File: config.mk
export PLATFORM = sky130hd
export DESIGN_NAME = zc_commute_timer
export DESIGN_NICKNAME = d
export VERILOG_FILES = /design/src/rtl/zct_pkg.sv /design/src/rtl/zct_prescaler.sv /design/src/rtl/zct_interval.sv /design/src/rtl/zct_delay.sv /design/src/rtl/zc_commute_timer.sv
export SDC_FILE = /design/constraint.sdc
export NUM_CORES = 1
export LEC_CHECK = 0
export ABC_CLOCK_PERIOD_IN_PS = 5800
export BUFFER_PORTS_ARGS = -buffer_cell sky130_fd_sc_hd__buf_2
export CORE_MARGIN = 2
export CORE_UTILIZATION = 46
export CTS_CLUSTER_DIAMETER = 200
export DETAILED_ROUTE_END_ITERATION = 10
export GPL_ROUTABILITY_DRIVEN = 0
export GPL_TIMING_DRIVEN = 0
export PLACE_DENSITY = 0.63
export SLEW_MARGIN = 20
export SYNTH_ARGS = -nofsm -noshare
export SYNTH_HDL_FRONTEND = slang
export SYNTH_SLANG_ARGS = --single-unit
File: constraint.sdc
create_clock -name clk -period 5.8 [get_ports clk]
set_input_delay 1.45 -clock clk [delete_from_list [all_inputs] [get_ports clk]]
set_output_delay 1.45 -clock clk [all_outputs]
set_load 0.02 [all_outputs]
File: src/rtl/zct_pkg.sv
package zct_pkg;

    localparam int IVL_W   = 8;
    localparam int WGT_W   = 8;
    localparam int SHIFT_W = 3;

    typedef enum logic {
        DLY_IDLE = 1'b0,
        DLY_RUN  = 1'b1
    } dly_state_e;

    // Adds base and boost, clamping at the largest exponent.
    function automatic logic [SHIFT_W-1:0] clamp_shift(
        input logic [SHIFT_W-1:0] base,
        input logic [SHIFT_W-1:0] boost
    );
        logic [SHIFT_W:0] sum;
        sum = {1'b0, base} + {1'b0, boost};
        if (sum[SHIFT_W])
            return {SHIFT_W{1'b1}};
        return sum[SHIFT_W-1:0];
    endfunction

endpackage

File: src/rtl/zct_prescaler.sv
module zct_prescaler
    import zct_pkg::*;
#(
    parameter int SW = SHIFT_W
) (
    input  logic          clk,
    input  logic          rst,
    input  logic          zc,
    input  logic          sat_at_z,
    input  logic [SW-1:0] base,
    output logic          tick,
    output logic [SW-1:0] shift
);
    localparam int MAX_SH = (1 << SW) - 1;
    localparam int PRE_W  = (MAX_SH > 0) ? MAX_SH : 1;

    logic [SW-1:0]  boost_q;
    logic [PRE_W-1:0] pre_q;
    logic [PRE_W:0]   one_sh;
    logic [PRE_W-1:0] mask;

    always_comb begin
        shift  = clamp_shift(base, boost_q);
        one_sh = {{PRE_W{1'b0}}, 1'b1} << shift;
        mask   = one_sh[PRE_W-1:0] - PRE_W'(1);
        tick   = ((pre_q & mask) == mask);
    end

    always_ff @(posedge clk) begin
        if (rst) begin
            boost_q <= '0;
            pre_q   <= '0;
        end else if (zc) begin
            pre_q <= '0;
            if (sat_at_z && boost_q != SW'(MAX_SH))
                boost_q <= boost_q + SW'(1);
        end else begin
            pre_q <= pre_q + PRE_W'(1);
        end
    end

    AST_BOOST_MONOTONIC: assert property (@(posedge clk) disable iff (rst)
        1'b1 |=> boost_q >= $past(boost_q));

    AST_BOOST_STEP: assert property (@(posedge clk) disable iff (rst)
        (zc && sat_at_z && boost_q != SW'(MAX_SH)) |=> boost_q == $past(boost_q) + SW'(1));

endmodule

File: src/rtl/zct_interval.sv
module zct_interval
    import zct_pkg::*;
#(
    parameter int IW = IVL_W
) (
    input  logic          clk,
    input  logic          rst,
    input  logic          zc,
    input  logic          tick,
    output logic [IW-1:0] live,
    output logic          full,
    output logic [IW-1:0] cur,
    output logic [IW-1:0] prv,
    output logic          ovf
);
    localparam logic [IW-1:0] CNT_MAX = {IW{1'b1}};

    typedef struct packed {
        logic [IW-1:0] cur;
        logic [IW-1:0] prv;
    } ivl_pair_t;

    ivl_pair_t     pair_q;
    logic [IW-1:0] cnt_q;
    logic          ovf_q;

    always_ff @(posedge clk) begin
        if (rst) begin
            pair_q <= '0;
            cnt_q  <= '0;
            ovf_q  <= 1'b0;
        end else begin
            if (cnt_q == CNT_MAX)
                ovf_q <= 1'b1;
            if (zc) begin
                pair_q.cur <= cnt_q;
                pair_q.prv <= pair_q.cur;
                cnt_q      <= '0;
            end else if (tick && cnt_q != CNT_MAX) begin
                cnt_q <= cnt_q + IW'(1);
            end
        end
    end

    assign live = cnt_q;
    assign full = (cnt_q == CNT_MAX);
    assign cur  = pair_q.cur;
    assign prv  = pair_q.prv;
    assign ovf  = ovf_q;

    AST_HISTORY_SHIFT: assert property (@(posedge clk) disable iff (rst)
        zc |=> pair_q.prv == $past(pair_q.cur));

    AST_COUNT_RESTART: assert property (@(posedge clk) disable iff (rst)
        zc |=> cnt_q == '0);

    AST_COUNT_PINNED: assert property (@(posedge clk) disable iff (rst)
        (cnt_q == CNT_MAX && !zc) |=> cnt_q == CNT_MAX);

    AST_OVF_STICKY: assert property (@(posedge clk) disable iff (rst)
        ovf_q |=> ovf_q);

endmodule

File: src/rtl/zct_delay.sv
module zct_delay
    import zct_pkg::*;
#(
    parameter int IW = IVL_W,
    parameter int WW = WGT_W
) (
    input  logic          clk,
    input  logic          rst,
    input  logic          zc,
    input  logic          tick,
    input  logic [IW-1:0] ivl,
    input  logic [WW-1:0] weight_in,
    output logic [WW-1:0] weight_q,
    output logic          comm,
    output logic          err
);
    localparam int PW = IW + WW;

    dly_state_e    state_q;
    logic [IW-1:0] dly_q;
    logic [IW-1:0] tgt_q;
    logic [WW-1:0] wgt_q;
    logic          comm_q;
    logic          err_q;
    logic [PW-1:0] prod;

    assign prod = {{WW{1'b0}}, ivl} * {{IW{1'b0}}, weight_in};

    always_ff @(posedge clk) begin
        if (rst) begin
            state_q <= DLY_IDLE;
            dly_q   <= '0;
            tgt_q   <= '0;
            wgt_q   <= '0;
            comm_q  <= 1'b0;
            err_q   <= 1'b0;
        end else begin
            comm_q <= 1'b0;
            if (zc) begin
                if (state_q == DLY_RUN)
                    err_q <= 1'b1;
                wgt_q   <= weight_in;
                tgt_q   <= prod[PW-1:WW];
                dly_q   <= '0;
                state_q <= DLY_RUN;
            end else if (state_q == DLY_RUN) begin
                if (dly_q == tgt_q) begin
                    comm_q  <= 1'b1;
                    state_q <= DLY_IDLE;
                end else if (tick) begin
                    dly_q <= dly_q + IW'(1);
                end
            end
        end
    end

    assign weight_q = wgt_q;
    assign comm     = comm_q;
    assign err      = err_q;

    AST_STROBE_SINGLE: assert property (@(posedge clk) disable iff (rst)
        comm_q |=> !comm_q);

    AST_STROBE_FROM_RUN: assert property (@(posedge clk) disable iff (rst)
        $rose(comm_q) |-> $past(state_q == DLY_RUN));

    AST_ZC_REARMS: assert property (@(posedge clk) disable iff (rst)
        zc |=> (state_q == DLY_RUN && !comm_q));

    AST_LATE_STICKY: assert property (@(posedge clk) disable iff (rst)
        err_q |=> err_q);

endmodule

File: src/rtl/zc_commute_timer.sv
module zc_commute_timer
    import zct_pkg::*;
#(
    parameter int IW = IVL_W,
    parameter int WW = WGT_W,
    parameter int SW = SHIFT_W
) (
    input  logic          clk,
    input  logic          rst,
    input  logic          zc_evt,
    input  logic [WW-1:0] weight_in,
    input  logic [SW-1:0] presc_cfg,
    output logic [IW-1:0] interval_cur,
    output logic [IW-1:0] interval_prv,
    output logic [WW-1:0] weight_q,
    output logic [SW-1:0] tick_shift,
    output logic          comm_evt,
    output logic          ovf_flag,
    output logic          late_err
);
    logic          tick;
    logic          cnt_full;
    logic [IW-1:0] cnt_live;

    zct_prescaler #(.SW(SW)) u_presc (
        .clk      (clk),
        .rst      (rst),
        .zc       (zc_evt),
        .sat_at_z (cnt_full),
        .base     (presc_cfg),
        .tick     (tick),
        .shift    (tick_shift)
    );

    zct_interval #(.IW(IW)) u_ivl (
        .clk  (clk),
        .rst  (rst),
        .zc   (zc_evt),
        .tick (tick),
        .live (cnt_live),
        .full (cnt_full),
        .cur  (interval_cur),
        .prv  (interval_prv),
        .ovf  (ovf_flag)
    );

    zct_delay #(.IW(IW), .WW(WW)) u_dly (
        .clk       (clk),
        .rst       (rst),
        .zc        (zc_evt),
        .tick      (tick),
        .ivl       (cnt_live),
        .weight_in (weight_in),
        .weight_q  (weight_q),
        .comm      (comm_evt),
        .err       (late_err)
    );

    AST_NO_STROBE_ON_ZC: assert property (@(posedge clk) disable iff (rst)
        zc_evt |=> !comm_evt);

endmodule

==> results of run 1 <==
-- registers in the layout (all words and copies together), names as in the netlist --
name,flops
u_dly.dly_q,8
u_presc.pre_q,7
u_dly.weight_q,8
u_dly.tgt_q,8
u_dly.comm,1
u_ivl.ovf,1
u_ivl.cur,8
u_ivl.live,8
u_presc.boost_q,3
u_ivl.prv,8
u_dly.err,1
u_dly.state_q,1
-- kinds of logic after synthesis --
family,Yosys count,share of synthesized area [%]
simple gates,192,21.2
fa+ha+maj,78,26.4
buf+inv,72,6.05
flops,62,26.3
compound gates,59,8.22
mux,31,6.60
xor+xnor,27,5.17
-- worst register-to-register path: stages, from the launching register on --
cell and delay (ps):
dfxtp_1 380, clkbuf_1 530, and2_1 260, fa_1 420, fa_1 520, fa_1 550, inv_1 60, fa_1 520
inv_1 40, ha_1 320, and4_1 170, a21oi_1 160, nand3_1 160, o31a_1 290, xnor2_1 140, a211oi_1 220
-- where the power goes --
group / total [uW] / internal [uW] / switching, uW
Combinational: 71.8 / 24.8 / 47.0
Clock: 430 / 253 / 177
Sequential: 434 / 431 / 2.70
Total: 935 / 708 / 227
-- cell usage after synthesis, types with 3 or more instances --
cell,count
dfxtp_1,62
nor2_1,54
inv_1,47
and2_1,44
ha_1,42
nand2_1,40
fa_1,36
mux2i_1,30
clkbuf_1,20
a21oi_1,19
xnor2_1,16
nand3_1,12
o21ai_0,12
xor2_1,10
or4_1,8
nand2b_1,7
o211ai_1,6
nand4_1,5
a21o_1,4
and3_1,4
buf_1,3
o31ai_1,3
-- cells in the final DEF, fill, tap and decap left out, types with 2 or more instances in the layout --
cell type	netlist	layout
inv_1	47	47
dfxtp_1	62	62
nand3b_1	2	2
xnor2_1	16	16
buf_6	2	2
and2_1	44	44
a21oi_1	19	19
nand2_1	40	40
nand4b_1	2	2
buf_2	0	38
a21o_1	4	4
nand4_1	5	5
o21ai_0	12	12
nor2_1	54	54
nand3_1	12	12
a211oi_1	2	2
clkbuf_8	0	10
mux2i_1	30	30
fa_1	36	36
and4_1	2	2
xor2_1	10	10
or4_1	8	8
nor3_1	2	2
buf_1	3	3
clkbuf_1	20	22
bufinv_16	0	2
o211ai_1	6	6
nor2b_1	2	2
or3_1	2	2
nand2b_1	7	7
o21bai_1	2	2
and3_1	4	4
ha_1	42	42
o31ai_1	3	3
-- routing by layer --
metal	share of wire (%)	GRT usage, %	vias to the layer above
met5	0	0	-
met1	48	27.1	1805
met4	0.45	3.52	0
li1	-	-	1830
met3	4.8	4.89	6
met2	47	33.0	64
-- worst max-delay path by stage --
| stage | to | from | cells past startpoint | slack, ps |
|---|---|---|---|---|
| after global routing | u_dly.tgt_q[7]$_SDFFE_PP0P_ | weight_in[6] | 15 | 250 |
| after CTS | u_dly.tgt_q[7]$_SDFFE_PP0P_ | weight_in[6] | 15 | 500 |
| final | u_dly.tgt_q[7]$_SDFFE_PP0P_ | weight_in[6] | 15 | 520 |
| after detailed placement | u_dly.tgt_q[7]$_SDFFE_PP0P_ | weight_in[6] | 15 | 130 |
| after floorplan | u_dly.tgt_q[7]$_SDFFE_PP0P_ | weight_in[7] | 15 | 470 |
| after global placement | u_dly.tgt_q[7]$_SDFFE_PP0P_ | weight_in[6] | 15 | 160 |
-- area by class of cell --
| class | count | share of cell area (%) |
|---|---|---|
| multi-input cells | 387 | 60.4 |
| flip-flops and latches | 62 | 23.5 |
| repair buffers | 38 | 3.60 |
| inverters | 47 | 3.34 |
| well taps | 133 | 3.15 |
| clock buffers | 12 | 2.74 |
| plain buffers | 25 | 2.06 |
| clock inverters | 3 | 1.30 |
-- through the flow --
step	instance area (um2)	power [uW]	instances
5_1_grt	5290	964	707
6_report	5290	935	707
3_3_place_gp	5070	514	692
3_5_place_dp	5070	515	692
4_1_cts	5290	943	707
2_1_floorplan	4720	491	521
==> results.yml, run 1 <==
placement:
  place_ws_ps: 135
  port_buffers: 38
  hpwl_um: 7960
final_layout:
  drive_gt1_share_pct: 11.0
  syn_to_final_growth_pct: 12.1
  nets: 662
  fillers: 913
  antenna_cells: 0
  ff_latch_area_mm2: 0.00124
  multi_input_area_mm2: 0.00319
  final_util_pct: 53.6
clock_network:
  clock_latency_ps: 360
  root_buffer: "clkbuf_8"
  htreeDepth: 3
  ctsResizeCount: 0
  cts_buffer_depth: 2
  postCtsHoldBufs: 0
  cts.clk_slew.worst_paths_ps: 80
  cts_inserted_buffers: 9
  post-cts-setup-buffers: 0
  cts_sinks: 62
  cts_tree: "yes"
logic_synthesis:
  synth_edf_count: 0
  async_flop_share_pct: 0
  yosysSeqAreaShare_pct: 26.3
  synth_top_area_cell: "dfxtp_1"
  netlist.area_leader.share_pct: 26.3
  syn_avg_cell_area_um2: 9.06
  yosysUniqueCellTypes: 50
  ys_top_cells_by_area: "dfxtp_1 (26%), fa_1 (15%), ha_1 (11%)"
  synth_seq_cells: 62
  synth_flop_cell: "dfxtp_1"
  syn_inst: 521
  syn_nets: 613
  ys_warn_count: 0
  syn_area_mm2: 0.00472
drt:
  drc: 0
  wl_per_cell_um: 15.0
  drt_wl_total_um: 10600
  firstDrtPassIters: 4
  ant_nets: 0
  drt_iter0_markers: 116
  post_drt_via_cell_ratio: 5.24
  vias: 3705
critical_path:
  timing.rr.end: "u_dly.tgt_q[7]$_SDFFE_PP0P_"
  path_common_cell: "fa_1"
  critPathTopFamily: "adder cells"
  r2r_slack_ps: 990
  path_class: "in2reg"
  endpoint_kind: "flip-flop"
  critPathMaxStageDelay_ps: 550
  critPathLaunchType: "input port"
  crit_required_ps: 6080
  reg2reg_from: "u_ivl.live[2]$_SDFFE_PP0P_"
  worstPathArrival_ps: 5560
  path_buf_inv: 3
  path_cells: "clkbuf_1 -> and2_1 -> fa_1 -> fa_1 -> fa_1 -> inv_1 -> fa_1 -> inv_1 -> ha_1 -> and4_1 -> a21oi_1 -> nand3_1 -> o31a_1 -> xnor2_1 -> a211oi_1"
  slowest_stage: "fa_1"
  critPathMaxFanout: 9
  reg2reg_depth: 15
global_routing:
  grt_overflow: 0
  grt_pass1_wl_um: 17600
  grt_max_degree: 11
  grt_pass1_vias: 3590
  antenna_found_initial: 0
  track_usage_pct: 20.1
timing:
  final.setup.tns_ps: 0
  whs_ps: 461
  finalSetupViolations: 0
  finalCritPeriodShare_pct: 91.1
  max_freq_mhz: 189
  setup_ws_ps: 517
  slew_headroom_pct: 34.4
  hold_viol: 0
  post-route-min-period_ps: 5280
  rsz0062_at_grt: "no"
  clock_skew_ps: 13.4
  slew_viol_final: 0
  worst_slew_pin_slew_ps: 984
floorplan:
  die_area_mm2: 0.0111
  pin_count: 44
  die_w_um: 105
  coreArea_mm2: 0.00986
  rows: 36
  die_y_um: 105
  start_util_pct: 47.8
power_and_ir_drop:
  leakagePower_uw: 0.00255
  powerDensity_mw_per_mm2: 177
  peakVddDrop_mv: 0.140
outcome:
  outcome: "completed"
hold_path:
  hold_class: "reg2reg"
  hold_depth: 1
  min_to: "u_presc.pre_q[0]$_SDFF_PP0_"
  min_from: "u_presc.pre_q[0]$_SDFF_PP0_"
job:
  drv_cap: 0
No activity file was read; power rests on OpenSTA's default activity.
==> run 2: changes to the inputs <==
--- a/config.mk
+++ b/config.mk
@@ -13,6 +13,7 @@
 export DETAILED_ROUTE_END_ITERATION = 10
 export GPL_ROUTABILITY_DRIVEN = 0
 export GPL_TIMING_DRIVEN = 0
+export MAX_ROUTING_LAYER = met4
 export PLACE_DENSITY = 0.63
 export SLEW_MARGIN = 20
 export SYNTH_ARGS = -nofsm -noshare
==> results.yml, run 2 (same netlist as run 1, synthesis figures left out) <==
power_and_ir_drop:
  leakagePower_uw: 0.00255
  power_uw: 934
  peakVddDrop_mv: 0.141
  powerDensity_mw_per_mm2: 177
placement:
  dpl.cell_count: 692
  port_buffers: 38
  hpwl_um: 7960
  place_ws_ps: 135
clock_network:
  cts_sinks: 62
  root_buffer: "clkbuf_8"
  cts_buffer_depth: 2
  post-cts-setup-buffers: 0
  clock_latency_ps: 360
  postCtsHoldBufs: 0
  cts.clk_slew.worst_paths_ps: 80
  htreeDepth: 3
  ctsResizeCount: 0
  cts_tree: "yes"
  cts_inserted_buffers: 9
global_routing:
  grt_pass1_vias: 3592
  grt_overflow: 0
  grt_max_degree: 11
  grt_pass1_wl_um: 17600
  antenna_found_initial: 0
  track_usage_pct: 20.6
timing:
  max_freq_mhz: 189
  setup_ws_ps: 515
  worst_slew_pin_slew_ps: 998
  whs_ps: 461
  hold_viol: 0
  clock_skew_ps: 13.2
  slew_headroom_pct: 33.5
  slew_viol_final: 0
  finalSetupViolations: 0
  post-route-min-period_ps: 5280
  rsz0062_at_grt: "no"
  final.setup.tns_ps: 0
  finalCritPeriodShare_pct: 91.1
drt:
  drt_wl_total_um: 10600
  vias: 3698
  post_drt_via_cell_ratio: 5.23
  drc: 0
  ant_nets: 0
  wl_per_cell_um: 15.0
  firstDrtPassIters: 4
  drt_iter0_markers: 111
critical_path:
  critPathTopFamily: "adder cells"
  path_class: "in2reg"
  crit_path_start: "weight_in[6]"
  critPathLaunchType: "input port"
  path_cells: "clkbuf_1 -> and2_1 -> fa_1 -> fa_1 -> fa_1 -> inv_1 -> fa_1 -> inv_1 -> ha_1 -> and4_1 -> a21oi_1 -> nand3_1 -> o31a_1 -> xnor2_1 -> a211oi_1"
  endpoint_kind: "flip-flop"
  slowest_stage: "fa_1"
  critPathMaxFanout: 9
  timing.rr.end: "u_dly.tgt_q[7]$_SDFFE_PP0P_"
  r2r_slack_ps: 990
  cp_num_cells: 15
  crit_end: "u_dly.tgt_q[7]$_SDFFE_PP0P_"
  crit_required_ps: 6080
  critPathMaxStageDelay_ps: 550
  reg2reg_depth: 15
  reg2reg_from: "u_ivl.live[2]$_SDFFE_PP0P_"
  worstPathArrival_ps: 5570
  path_common_cell: "fa_1"
  path_buf_inv: 3
floorplan:
  start_util_pct: 47.8
  die_w_um: 105
  pin_count: 44
  coreArea_mm2: 0.00986
  die_y_um: 105
  rows: 36
  die_area_mm2: 0.0111
final_layout:
  drive_gt1_share_pct: 11.0
  antenna_cells: 0
  final_cells: 707
  final_cell_mix: "dfxtp_1 (62), nor2_1 (54), inv_1 (47)"
  nets: 662
  final_common_cell: "dfxtp_1"
  syn_to_final_growth_pct: 12.1
outcome:
  outcome: "completed"
hold_path:
  hold_class: "reg2reg"
  hold_depth: 1
job:
  drv_cap: 0
==> run 2: cell counts in the layout (fill, tap and decap cells not counted) <==
Identical to the previous run, type by type.
==> run 2: how the worst min path moves through the flow <==
stage                                           start                           to
after floorplan           u_presc.pre_q[0]$_SDFF_PP0_  u_presc.pre_q[0]$_SDFF_PP0_
after global placement    u_presc.pre_q[0]$_SDFF_PP0_  u_presc.pre_q[0]$_SDFF_PP0_
after detailed placement  u_presc.pre_q[0]$_SDFF_PP0_  u_presc.pre_q[0]$_SDFF_PP0_
after CTS                 u_presc.pre_q[0]$_SDFF_PP0_  u_presc.pre_q[0]$_SDFF_PP0_
after global routing      u_dly.tgt_q[2]$_SDFFE_PP0P_  u_dly.tgt_q[2]$_SDFFE_PP0P_
final                     u_presc.pre_q[0]$_SDFF_PP0_  u_presc.pre_q[0]$_SDFF_PP0_
==> run 2: routing by layer <==
| metal | up-vias | wire length (um) | GRT usage [%] |
|---|---|---|---|
| met5 | - | 0 | - |
| li1 | 1829 | - | - |
| met3 | 8 | 486 | 4.82 |
| met1 | 1797 | 5040 | 27.2 |
| met4 | 0 | 71 | 3.52 |
| met2 | 64 | 5000 | 33.0 |
==> run 2: layout make-up <==
cell class,instances,area [um2]
buffer,25,109
clock buffer,12,145
clock inverter,3,68.8
fill,913,4580
inverter,47,176
multi-input combinational,387,3190
sequential,62,1240
tap,133,166
timing repair buffer,38,190
==> run 2: power breakdown <==
part           internal, uW  switching (uW)
Combinational          24.8            46.7
Clock                   253             177
Sequential              431            2.70
==> run 2: worst register-to-register path, cell delays in order (launching register included) <==
cell      delay (ps)
dfxtp_1          380
clkbuf_1         530
and2_1           260
fa_1             420
fa_1             520
fa_1             550
inv_1             60
fa_1             520
inv_1             40
ha_1             320
and4_1           170
a21oi_1          160
nand3_1          170
o31a_1           290
xnor2_1          140
a211oi_1         220
==> run 2: metrics by stage <==
step | utilization [%] | cell area [um2]
6_report | 53.6 | 5290
5_1_grt | 53.6 | 5290
4_1_cts | 53.6 | 5290
3_5_place_dp | 51.4 | 5070
3_3_place_gp | 51.4 | 5070
2_1_floorplan | - | 4720
==> run 3: changes to the inputs <==
--- a/config.mk
+++ b/config.mk
@@ -7,6 +7,7 @@
 export LEC_CHECK = 0
 export ABC_CLOCK_PERIOD_IN_PS = 5800
 export BUFFER_PORTS_ARGS = -buffer_cell sky130_fd_sc_hd__buf_2
+export CORE_ASPECT_RATIO = 0.5
 export CORE_MARGIN = 2
 export CORE_UTILIZATION = 46
 export CTS_CLUSTER_DIAMETER = 200
==> results.yml, run 3 (same netlist as run 1, synthesis figures left out) <==
global_routing:
  grt_pass1_wl_um: 17400
  grt_pass1_vias: 3456
  antenna_found_initial: 0
  track_usage_pct: 20.5
  grt_overflow: 0
  grt_max_degree: 13
final_layout:
  fin_area_mm2: 0.00538
  drive_gt1_share_pct: 11.5
  nets: 662
  final_common_cell: "dfxtp_1"
  syn_to_final_growth_pct: 14.1
  antenna_cells: 0
  final_util_pct: 53.4
  final_cell_mix: "dfxtp_1 (62), nor2_1 (54), inv_1 (47)"
clock_network:
  cts_tree: "yes"
  htreeDepth: 3
  cts_inserted_buffers: 9
  ctsResizeCount: 0
  root_buffer: "clkbuf_16"
  cts_buffer_depth: 2
  clock_latency_ps: 330
  post-cts-setup-buffers: 0
  cts.clk_slew.worst_paths_ps: 50
  cts_sinks: 62
  postCtsHoldBufs: 0
critical_path:
  critPathTopFamily: "adder cells"
  crit_required_ps: 5970
  path_class: "in2reg"
  cp_num_cells: 15
  critPathMaxStageDelay_ps: 550
  path_buf_inv: 3
  slowest_stage: "fa_1"
  reg2reg_depth: 15
  critPathLaunchType: "input port"
  path_common_cell: "fa_1"
  endpoint_kind: "flip-flop"
  critPathMaxFanout: 9
  path_cells: "clkbuf_1 -> and2_1 -> fa_1 -> fa_1 -> fa_1 -> inv_1 -> fa_1 -> inv_1 -> ha_1 -> and4_1 -> a21oi_1 -> nand3_1 -> o31a_1 -> xnor2_1 -> a211oi_1"
  worstPathArrival_ps: 5580
power_and_ir_drop:
  switchingPower_uw: 247
  power_frac_comb_pct: 6.8
  leakagePower_uw: 0.00259
  powerDensity_mw_per_mm2: 192
  sw_frac_of_total_pct: 23.9
  peakVddDrop_mv: 0.150
  p_int_uw: 789
  power_frac_seq_pct: 41.9
  clkPwrFrac_pct: 51.2
  power_uw: 1040
placement:
  port_buffers: 38
  hpwl_um: 7920
  place_ws_ps: 42.9
  place_area_mm2: 0.00508
hold_path:
  hold_depth: 1
  hold_class: "reg2reg"
drt:
  drc: 0
  vias: 3627
  ant_nets: 0
  drt_wl_total_um: 10500
  met2_length_um: 4720
  drt_iter0_markers: 143
  wl_per_cell_um: 14.7
  post_drt_via_cell_ratio: 5.07
  firstDrtPassIters: 4
  wl_met1_um: 5210
  routed.top_layer: "met4"
  met3_length_um: 492
timing:
  rsz0062_at_grt: "no"
  finalCritPeriodShare_pct: 93.2
  setup_ws_ps: 397
  post-route-min-period_ps: 5400
  slew_headroom_pct: 43.3
  clock_skew_ps: 7.39
  hold_viol: 0
  max_freq_mhz: 185
  final.setup.tns_ps: 0
  finalSetupViolations: 0
  slew_viol_final: 0
  worst_slew_pin_slew_ps: 851
floorplan:
  pin_count: 44
  coreArea_mm2: 0.0101
  die_w_um: 147
  die_y_um: 75.6
  start_util_pct: 46.8
  die_area_mm2: 0.0111
  rows: 26
job:
  drv_cap: 0
outcome:
  outcome: "completed"
==> run 3: changes by cell type in the layout (fill, tap and decap cells not counted), sizes merged <==
cell      before  now
clkinv         1    3
bufinv         2    1
clkinvlp       0    3
clkbuf        32   29
==> run 3: area by class of cell <==
class	count	area, um2
fill	956	4700
multi-input combinational	387	3190
sequential	62	1240
clock buffer	9	225
timing repair buffer	38	190
inverter	47	176
tap	140	175
buffer	25	109
clock inverter	7	75.1
==> run 3: power groups by stage <==
stage / sequential [uW] / clock (uW) / combinational [uW]
2_1_floorplan: 448 / 0 / 42.7
3_3_place_gp: 444 / 0 / 70.8
3_5_place_dp: 444 / 0 / 71.4
4_1_cts: 434 / 540 / 71.7
5_1_grt: 435 / 559 / 78.3
6_report: 435 / 531 / 70.7
==> run 3: worst paths after layout <==
check                              startpoint  slack, ps                           to
setup reg to reg   u_ivl.live[4]$_SDFFE_PP0P_        930  u_dly.tgt_q[7]$_SDFFE_PP0P_
hold reg to reg   u_presc.pre_q[0]$_SDFF_PP0_        460  u_presc.pre_q[0]$_SDFF_PP0_
hold / removal    u_presc.pre_q[0]$_SDFF_PP0_        460  u_presc.pre_q[0]$_SDFF_PP0_
setup / recovery                 weight_in[6]        400  u_dly.tgt_q[7]$_SDFFE_PP0P_
==> run 3: stage by stage <==
step                hold slack [ps]  instances
floorplan                       425        521
global placement                449        699
detailed placement              457        699
CTS                             469        715
global route                    506        715
finish                          463        715
==> run 3: routing by layer <==
metal / vias to the layer above / GRT usage, %
met2: 54 / 32.7
met3: 10 / 3.59
met4: 0 / 6.41
met5: - / -
li1: 1826 / -
met1: 1737 / 27.2
==> run 3: worst register-to-register path, stage by stage (launching register included) <==
cell and delay [ps]:
dfxtp_1 370, clkbuf_1 540, and2_1 240, fa_1 440
fa_1 530, fa_1 550, inv_1 50, fa_1 540
inv_1 50, ha_1 330, and4_1 180, a21oi_1 150
nand3_1 150, o31a_1 280, xnor2_1 240, a211oi_1 110
